<file path="src/rtl/sq_pkg.sv">
package sq_pkg;
  typedef enum logic [1:0] {
    FWD_MISS  = 2'b00,
    FWD_HIT   = 2'b01,
    FWD_STALL = 2'b10
  } fwd_code_e;
endpackage

</file>
<file path="src/rtl/sq_storage.sv">
module sq_storage #(
  parameter int SLOTS  = 8,
  parameter int ADDR_W = 16,
  parameter int DATA_W = 32,
  parameter int SEQ_W  = 8
) (
  input  logic                         clk,
  input  logic                         rst,
  input  logic                         alloc_we,
  input  logic [$clog2(SLOTS)-1:0]     alloc_idx,
  input  logic [SEQ_W-1:0]             alloc_seq,
  input  logic                         fill_we,
  input  logic [$clog2(SLOTS)-1:0]     fill_idx,
  input  logic [ADDR_W-1:0]            fill_addr,
  input  logic [$clog2(DATA_W/8):0]    fill_size,
  input  logic [DATA_W-1:0]            fill_data,
  input  logic                         commit_we,
  input  logic [$clog2(SLOTS)-1:0]     commit_idx,
  input  logic                         ack_we,
  input  logic [$clog2(SLOTS)-1:0]     ack_idx,
  input  logic [SLOTS-1:0]             clear_mask,
  output logic [SLOTS-1:0][ADDR_W-1:0] st_addr,
  output logic [SLOTS-1:0][DATA_W-1:0] st_data,
  output logic [SLOTS-1:0][$clog2(DATA_W/8):0] st_size,
  output logic [SLOTS-1:0][SEQ_W-1:0]  st_seq,
  output logic [SLOTS-1:0]             can_wb,
  output logic [SLOTS-1:0]             committed,
  output logic [SLOTS-1:0]             completed
);
  localparam int IDX_W = $clog2(SLOTS);

  // Control state: reset, cleared per slot on allocation or squash.
  always_ff @(posedge clk) begin
    if (rst) begin
      st_size   <= '0;
      can_wb    <= '0;
      committed <= '0;
      completed <= '0;
    end else begin
      for (int i = 0; i < SLOTS; i++) begin
        if ((alloc_we && alloc_idx == IDX_W'(i)) || clear_mask[i]) begin
          st_size[i]   <= '0;
          can_wb[i]    <= 1'b0;
          committed[i] <= 1'b0;
          completed[i] <= 1'b0;
        end else begin
          if (fill_we && fill_idx == IDX_W'(i))     st_size[i]   <= fill_size;
          if (commit_we && commit_idx == IDX_W'(i)) begin
            committed[i] <= 1'b1;
            can_wb[i]    <= 1'b1;
          end
          if (ack_we && ack_idx == IDX_W'(i))       completed[i] <= 1'b1;
        end
      end
    end
  end

  // Payload: single write port per field, no reset.
  always_ff @(posedge clk) begin
    if (fill_we) begin
      st_addr[fill_idx] <= fill_addr;
      st_data[fill_idx] <= fill_data;
    end
    if (alloc_we) st_seq[alloc_idx] <= alloc_seq;
  end
endmodule

</file>
<file path="src/rtl/sq_fwd_scan.sv">
module sq_fwd_scan
  import sq_pkg::*;
#(
  parameter int SLOTS  = 8,
  parameter int ADDR_W = 16,
  parameter int DATA_W = 32
) (
  input  logic [$clog2(SLOTS)-1:0]     ld_idx,
  input  logic [ADDR_W-1:0]            ld_addr,
  input  logic [$clog2(DATA_W/8):0]    ld_size,
  input  logic [$clog2(SLOTS)-1:0]     head,
  input  logic [SLOTS-1:0][ADDR_W-1:0] st_addr,
  input  logic [SLOTS-1:0][DATA_W-1:0] st_data,
  input  logic [SLOTS-1:0][$clog2(DATA_W/8):0] st_size,
  input  logic [SLOTS-1:0]             completed,
  output fwd_code_e                    code,
  output logic [DATA_W-1:0]            data
);
  localparam int IDX_W = $clog2(SLOTS);
  localparam int BYTES = DATA_W / 8;
  localparam int OFF_W = $clog2(BYTES);

  logic [IDX_W-1:0]  depth;
  logic [IDX_W-1:0]  pos;
  logic [ADDR_W:0]   ld_lo, ld_hi, st_lo, st_hi;
  logic              done, contain, overlap;
  logic [OFF_W-1:0]  off;
  logic [DATA_W-1:0] mask;

  always_comb begin
    for (int b = 0; b < BYTES; b++)
      mask[b*8 +: 8] = (($clog2(BYTES)+1)'(b) < ld_size) ? 8'hFF : 8'h00;
  end

  always_comb begin
    depth   = ld_idx - head;
    ld_lo   = {1'b0, ld_addr};
    ld_hi   = {1'b0, ld_addr} + (ADDR_W+1)'(ld_size);
    done    = 1'b0;
    code    = FWD_MISS;
    data    = '0;
    pos     = '0;
    st_lo   = '0;
    st_hi   = '0;
    contain = 1'b0;
    overlap = 1'b0;
    off     = '0;
    // Youngest older store first; stop after the oldest occupied slot.
    for (int k = 1; k < SLOTS; k++) begin
      pos     = ld_idx - IDX_W'(k);
      st_lo   = {1'b0, st_addr[pos]};
      st_hi   = {1'b0, st_addr[pos]} + (ADDR_W+1)'(st_size[pos]);
      contain = (ld_lo >= st_lo) && (ld_hi <= st_hi);
      overlap = (ld_lo < st_hi) && (ld_hi > st_lo);
      if (!done && IDX_W'(k) <= depth && st_size[pos] != '0) begin
        if (contain) begin
          done = 1'b1;
          code = FWD_HIT;
          off  = OFF_W'(ld_addr - st_addr[pos]);
          data = (st_data[pos] >> {off, 3'b000}) & mask;
        end else if (overlap && !completed[pos]) begin
          done = 1'b1;
          code = FWD_STALL;
        end
      end
    end
  end
endmodule

</file>
<file path="src/rtl/sq_drain.sv">
module sq_drain #(
  parameter int SLOTS  = 8,
  parameter int ADDR_W = 16,
  parameter int DATA_W = 32
) (
  input  logic                         clk,
  input  logic                         rst,
  input  logic [$clog2(SLOTS)-1:0]     tail,
  input  logic [SLOTS-1:0]             can_wb,
  input  logic [SLOTS-1:0]             committed,
  input  logic [SLOTS-1:0]             completed,
  input  logic [SLOTS-1:0][ADDR_W-1:0] st_addr,
  input  logic [SLOTS-1:0][DATA_W-1:0] st_data,
  input  logic [SLOTS-1:0][$clog2(DATA_W/8):0] st_size,
  input  logic                         cache_blocked,
  output logic [$clog2(SLOTS)-1:0]     wbptr,
  output logic                         wb_valid,
  output logic [ADDR_W-1:0]            wb_addr,
  output logic [DATA_W-1:0]            wb_data,
  output logic [$clog2(DATA_W/8):0]    wb_size
);
  logic fire;

  assign fire = (wbptr != tail) && can_wb[wbptr] && !completed[wbptr] && !cache_blocked;

  always_ff @(posedge clk) begin
    if (rst) begin
      wbptr    <= '0;
      wb_valid <= 1'b0;
      wb_addr  <= '0;
      wb_data  <= '0;
      wb_size  <= '0;
    end else begin
      wb_valid <= fire;
      if (fire) begin
        wbptr   <= wbptr + 1'b1;
        wb_addr <= st_addr[wbptr];
        wb_data <= st_data[wbptr];
        wb_size <= st_size[wbptr];
      end
    end
  end

  // a write only leaves in a cycle after the cache was open
  assert_wb_unblocked_R3: assert property (@(posedge clk) disable iff (rst)
    wb_valid |-> $past(!cache_blocked));
  // the store picked for writing was committed by the core
  assert_wb_committed_R3: assert property (@(posedge clk) disable iff (rst)
    fire |-> committed[wbptr]);
endmodule

</file>
<file path="src/rtl/store_fwd_queue.sv">
module store_fwd_queue
  import sq_pkg::*;
#(
  parameter int SLOTS  = 8,
  parameter int ADDR_W = 16,
  parameter int DATA_W = 32,
  parameter int SEQ_W  = 8
) (
  input  logic                      clk,
  input  logic                      rst,
  input  logic                      alloc_valid,
  input  logic [SEQ_W-1:0]          alloc_seq,
  output logic [$clog2(SLOTS)-1:0]  alloc_idx,
  output logic                      full,
  input  logic                      fill_valid,
  input  logic [$clog2(SLOTS)-1:0]  fill_idx,
  input  logic [ADDR_W-1:0]         fill_addr,
  input  logic [$clog2(DATA_W/8):0] fill_size,
  input  logic [DATA_W-1:0]         fill_data,
  input  logic                      commit_valid,
  input  logic [$clog2(SLOTS)-1:0]  commit_idx,
  input  logic                      squash_valid,
  input  logic [SEQ_W-1:0]          squash_seq,
  input  logic                      ld_valid,
  input  logic [$clog2(SLOTS)-1:0]  ld_sq_idx,
  input  logic [ADDR_W-1:0]         ld_addr,
  input  logic [$clog2(DATA_W/8):0] ld_size,
  output logic                      rsp_valid,
  output logic [1:0]                rsp_code,
  output logic [DATA_W-1:0]         rsp_data,
  input  logic                      cache_blocked,
  output logic                      wb_valid,
  output logic [ADDR_W-1:0]         wb_addr,
  output logic [DATA_W-1:0]         wb_data,
  output logic [$clog2(DATA_W/8):0] wb_size,
  input  logic                      wb_ack
);
  localparam int IDX_W = $clog2(SLOTS);
  localparam int SZ_W  = $clog2(DATA_W/8) + 1;

  logic [IDX_W-1:0] head, tail, ackp, wbptr, count, kept;
  logic [SLOTS-1:0] clear_mask, can_wb, committed, completed;
  logic [SLOTS-1:0][ADDR_W-1:0] st_addr;
  logic [SLOTS-1:0][DATA_W-1:0] st_data;
  logic [SLOTS-1:0][SZ_W-1:0]   st_size;
  logic [SLOTS-1:0][SEQ_W-1:0]  st_seq;
  logic             alloc_go, free_go;
  fwd_code_e        scan_code;
  logic [DATA_W-1:0] scan_data;

  assign count     = tail - head;
  assign full      = (count == IDX_W'(SLOTS - 1));
  assign alloc_idx = tail;
  assign alloc_go  = alloc_valid && !full && !squash_valid;
  assign free_go   = (head != tail) && completed[head];

  // Squash: keep the older stores in program order, drop the rest.
  always_comb begin
    kept = '0;
    for (int i = 0; i < SLOTS; i++) begin
      clear_mask[i] = 1'b0;
      if ((IDX_W'(i) - head) < count) begin
        if (st_seq[i] <= squash_seq) kept = kept + 1'b1;
        else                         clear_mask[i] = squash_valid;
      end
    end
  end

  always_ff @(posedge clk) begin
    if (rst) begin
      head <= '0;
      tail <= '0;
      ackp <= '0;
    end else begin
      if (squash_valid)  tail <= head + kept;
      else if (alloc_go) tail <= tail + 1'b1;
      if (free_go)       head <= head + 1'b1;
      if (wb_ack)        ackp <= ackp + 1'b1;
    end
  end

  sq_storage #(.SLOTS(SLOTS), .ADDR_W(ADDR_W), .DATA_W(DATA_W), .SEQ_W(SEQ_W)) u_store (
    .clk(clk), .rst(rst),
    .alloc_we(alloc_go), .alloc_idx(tail), .alloc_seq(alloc_seq),
    .fill_we(fill_valid), .fill_idx(fill_idx), .fill_addr(fill_addr),
    .fill_size(fill_size), .fill_data(fill_data),
    .commit_we(commit_valid), .commit_idx(commit_idx),
    .ack_we(wb_ack), .ack_idx(ackp), .clear_mask(clear_mask),
    .st_addr(st_addr), .st_data(st_data), .st_size(st_size), .st_seq(st_seq),
    .can_wb(can_wb), .committed(committed), .completed(completed)
  );

  sq_fwd_scan #(.SLOTS(SLOTS), .ADDR_W(ADDR_W), .DATA_W(DATA_W)) u_scan (
    .ld_idx(ld_sq_idx), .ld_addr(ld_addr), .ld_size(ld_size), .head(head),
    .st_addr(st_addr), .st_data(st_data), .st_size(st_size),
    .completed(completed), .code(scan_code), .data(scan_data)
  );

  sq_drain #(.SLOTS(SLOTS), .ADDR_W(ADDR_W), .DATA_W(DATA_W)) u_drain (
    .clk(clk), .rst(rst), .tail(tail), .can_wb(can_wb), .committed(committed),
    .completed(completed), .st_addr(st_addr), .st_data(st_data), .st_size(st_size),
    .cache_blocked(cache_blocked), .wbptr(wbptr), .wb_valid(wb_valid),
    .wb_addr(wb_addr), .wb_data(wb_data), .wb_size(wb_size)
  );

  always_ff @(posedge clk) begin
    if (rst) begin
      rsp_valid <= 1'b0;
      rsp_code  <= FWD_MISS;
      rsp_data  <= '0;
    end else begin
      rsp_valid <= ld_valid;
      rsp_code  <= ld_valid ? scan_code : FWD_MISS;
      rsp_data  <= ld_valid ? scan_data : '0;
    end
  end

  // a request while full leaves the tail where it was
  assert_full_holds_R2: assert property (@(posedge clk) disable iff (rst)
    (full && alloc_valid && !squash_valid) |=> $stable(alloc_idx));
  // the oldest slot stays until its write is acknowledged
  assert_free_after_ack_R4: assert property (@(posedge clk) disable iff (rst)
    (head != tail && !completed[head]) |=> $stable(head));
  // an ack must match a write already sent
  assert_ack_pending_R4: assert property (@(posedge clk) disable iff (rst)
    wb_ack |-> (ackp != wbptr));
  // one response per lookup, on the following cycle
  assert_rsp_next_R5: assert property (@(posedge clk) disable iff (rst)
    ld_valid |=> rsp_valid);
  // only the three defined outcome codes appear
  assert_rsp_code_R5: assert property (@(posedge clk) disable iff (rst)
    rsp_valid |-> (rsp_code != 2'b11));
endmodule

</file>
<file path="config.mk">
export PLATFORM = sky130hd
export DESIGN_NAME = store_fwd_queue
export DESIGN_NICKNAME = d
export VERILOG_FILES = /design/src/rtl/sq_pkg.sv /design/src/rtl/sq_storage.sv /design/src/rtl/sq_fwd_scan.sv /design/src/rtl/sq_drain.sv /design/src/rtl/store_fwd_queue.sv
export SDC_FILE = /design/constraint.sdc
export NUM_CORES = 2
export LEC_CHECK = 0
export ABC_AREA = 0
export BUFFER_PORTS_ARGS = -buffer_cell sky130_fd_sc_hd__buf_2
export CORE_MARGIN = 5
export CORE_UTILIZATION = 41
export CTS_CLUSTER_SIZE = 8
export DETAILED_ROUTE_END_ITERATION = 10
export SLEW_MARGIN = 40
export SYNTH_ARGS = -nofsm -noshare
export SYNTH_HDL_FRONTEND = slang
export SYNTH_SLANG_ARGS = --single-unit
</file>
<file path="constraint.sdc">
create_clock -name clk -period 13.1 [get_ports clk]
set_input_delay 2.62 -clock clk [delete_from_list [all_inputs] [get_ports clk]]
set_output_delay 2.62 -clock clk [all_outputs]
set_load 0.05 [all_outputs]
</file>
==> results.ini <==
[status]
status=complete, no violations

[synth]
synth-xor-area-share=0.0233
synth.avg_cell_area_um2=11.0
netlist.area_leader.share=0.241
yosys.area.top_type=edfxtp_1
synth.area.top_cells=edfxtp_1 24%, mux4_2 20%, ha_1 13%
ys_ff_latch=587
ys_seq_area_frac=0.291
ys_warn_count=0
synth_compound_area_frac=0.115
synth_top_family_by_area=multiplexers
syn-instance-count=5091
synth_top_flop_cell=edfxtp_1
synthMuxAreaShare=0.272
synth-simple-area-share=0.128
yosys.cell_types.count=113
synth_fa_ha_area_frac=0.136
netlist_area_mm2=0.0558
synth_fp_nets=5787
synthArstFlopShare=0
synth-edff-count=448

[die]
io-pin-count=195
dieArea_mm2=0.144
initial_utilization=0.412
num_rows=135
die_width_um=379
core_region_area_mm2=0.135
fp.dieH_um=379

[routing]
viasPerCell=6.85
ant_nets=0
wl_per_cell_um=33.4
vias=48400
drt_iter0_drc=7114
firstDrtPassIters=8
drc=0
drt-total-wl_mm=236

[global_routing]
grt_use_met1=0.466
grt_overflow=0
grt_pass1_vias=45100
grtUsageMet2=0.450
top_usage_layer=met1
grt_pass1_wl_mm=332
antenna_found_initial=20
gr-usage-all-layers=0.321
grt_max_degree=78
met3_usage=0.106

[layout]
final_nets=5895
final_cell_mix=630 x nand2_1, 573 x ha_1, 497 x mux4_2, 448 x edfxtp_1, 318 x nor2_1
drive_gt1_frac=0.204
fillers=12600
final_cell_area_mm2=0.0615
seq_area_mm2=0.0162
mostFrequentLayoutCell=nand2_1
synthToLayoutAreaGrowth_pct=10.3
multi_input_area_mm2=0.0379

[setup_path]
worstSetupPathType=in -> reg
r2r-start=alloc_idx[0]
path_max_fanout=51
critPathRequiredTime_ns=13.66
start_kind=input port
worstPathArrival_ns=10.86
reg2reg_depth=31
worst_setup_path_end_kind=flop
startpoint=ld_sq_idx[0]

[pwr]
leakagePower_nw=23.7
power_density_mw_per_mm2=118
vdd_ir_drop_max_mv=0.109
p_total_mw=7.29

[timing]
finalHoldViolCount=0
drv_slew=0
finalClockSkew_ns=0.0565
min_period_ns=10.30
period_share=0.786
worst_pin_slew_ns=1.02
setup_viol=0
rsz0062_at_grt=false
holdWs_ns=0.475
fmax_ghz=0.0971
relSlewSlack=0.318
setup_tns_ns=0

[clock_network]
clock_sinks=587
clk_latency_ns=0.73
postCtsSetupRepairBufs=0
clk_pin_slew_ns=0.05
numCtsBuffers=87
h-tree-depth=3
ctsHoldBuffers=0
cts.path.max_buffers=3
cts_root_buf=clkbuf_16
cts_tree=done
ctsResizeCount=0

[placement]
place_congestion=1.08
postPlaceCellArea_mm2=0.0588
dp_hpwl_mm=177
port_buffers=194

[hold_path]
min-delay-start=u_store.can_wb[0]
holdPathStages=2
hp-class=reg -> reg

[flow_run]
drv_cap=0

==> metrics by stage <==
step | utilization | cells | worst slack (ns)
4_1_cts | 0.454 | 7051 | 3.12
2_1_floorplan | - | 5091 | 0.741
5_1_grt | 0.454 | 7054 | 2.49
3_5_place_dp | 0.435 | 6889 | 2.41
6_report | 0.455 | 7067 | 2.80
3_3_place_gp | 0.432 | 6883 | 2.19
==> cell type report <==
type | instances | area share
repair buffers | 316 | 0.0332
inverters | 120 | 0.00736
well taps | 1781 | 0.0362
clock inverters | 12 | 0.00266
diodes | 14 | 0.000569
flip-flops and latches | 587 | 0.264
clock buffers | 150 | 0.0399
multi-input cells | 4087 | 0.616
==> flip-flops by register name, summed over array words and instances (netlist names), 2 cells and up <==
| signal | count |
|---|---|
| ackp | 3 |
| alloc_idx | 3 |
| head | 3 |
| rsp_code | 2 |
| rsp_data | 32 |
| u_drain.wb_addr | 16 |
| u_drain.wb_data | 32 |
| u_drain.wb_size | 3 |
| u_drain.wbptr | 3 |
| u_store.can_wb | 8 |
| u_store.completed | 8 |
| u_store.st_addr | 128 |
| u_store.st_data | 256 |
| u_store.st_seq | 64 |
| u_store.st_size | 24 |
==> synth_stat cells (all sizes together) (19+ instances only) <==
library cell	n
o21ai	192
and3	83
nor4	23
ha	574
o22ai	32
inv	116
nand2b	37
mux4	534
a21oi	292
a31oi	74
nor2b	57
nand3	139
o21a	44
or3	19
o211ai	20
a311oi	21
nor2	321
nor3	69
mux2	30
and2	23
mux2i	265
edfxtp	448
clkbuf	146
nand4	70
xnor2	88
o2111ai	19
a211oi	41
xor2	53
nand2	632
buf	148
a21o	80
dfxtp	139
==> per-layer routing <==
metal | wire [um] | vias to the layer above
li1 | - | 20300
met1 | 97900 | 24200
met2 | 95500 | 3381
met3 | 33000 | 486
met4 | 9210 | 8
met5 | 165 | -
==> path summary, 6_finish.rpt <==
| kind | end | slack (ns) |
|---|---|---|
| worst max register to register | alloc_idx[2] | 4.72 |
| worst min-delay path | u_store.can_wb[0] | 0.47 |
| worst max-delay path | rsp_data[2] | 2.80 |
| worst min register to register | u_store.can_wb[0] | 0.47 |
==> critical path, stage by stage <==
cell and delay [ns]:
buf_8 0.36, inv_2 0.38, ha_4 0.75, buf_4 0.63, mux4_2 0.61, nand2_1 0.09, nand2_1 0.14, ha_1 0.32
a21o_1 0.10, a21oi_1 0.09, nor3_1 0.31, and2_1 0.31, nand2_1 0.10, xnor2_1 0.16, ha_1 0.31, nand4_1 0.17
nor3_1 0.32, nand4_1 0.15, nor2_1 0.11, a221oi_1 0.05, or4_1 0.54, nand3b_1 0.21, buf_4 0.22, inv_1 0.11
nand3_1 0.55, o221ai_1 0.34, o2111ai_1 0.24, a311oi_1 0.45
==> power by group <==
part / leakage (nW) / switching [mW] / internal (mW)
Sequential: 5.19 / 0.0753 / 2.07
Combinational: 17.3 / 1.95 / 1.03
Clock: 1.24 / 0.886 / 1.27
Total: 23.7 / 2.91 / 4.37
==> cell families (layout without fill, tap and decap cells) <==
logic type,Yosys count,in the layout
flip-flops,587,587
AO/OA/AOI/OAI,989,989
multiplexers,829,829
adder cells (fa/ha/maj),594,594
other,0,14
AND/OR/NAND/NOR,1533,1533
XOR/XNOR,142,142
buffers and inverters,417,598
(Power assumes the default switching activity.)
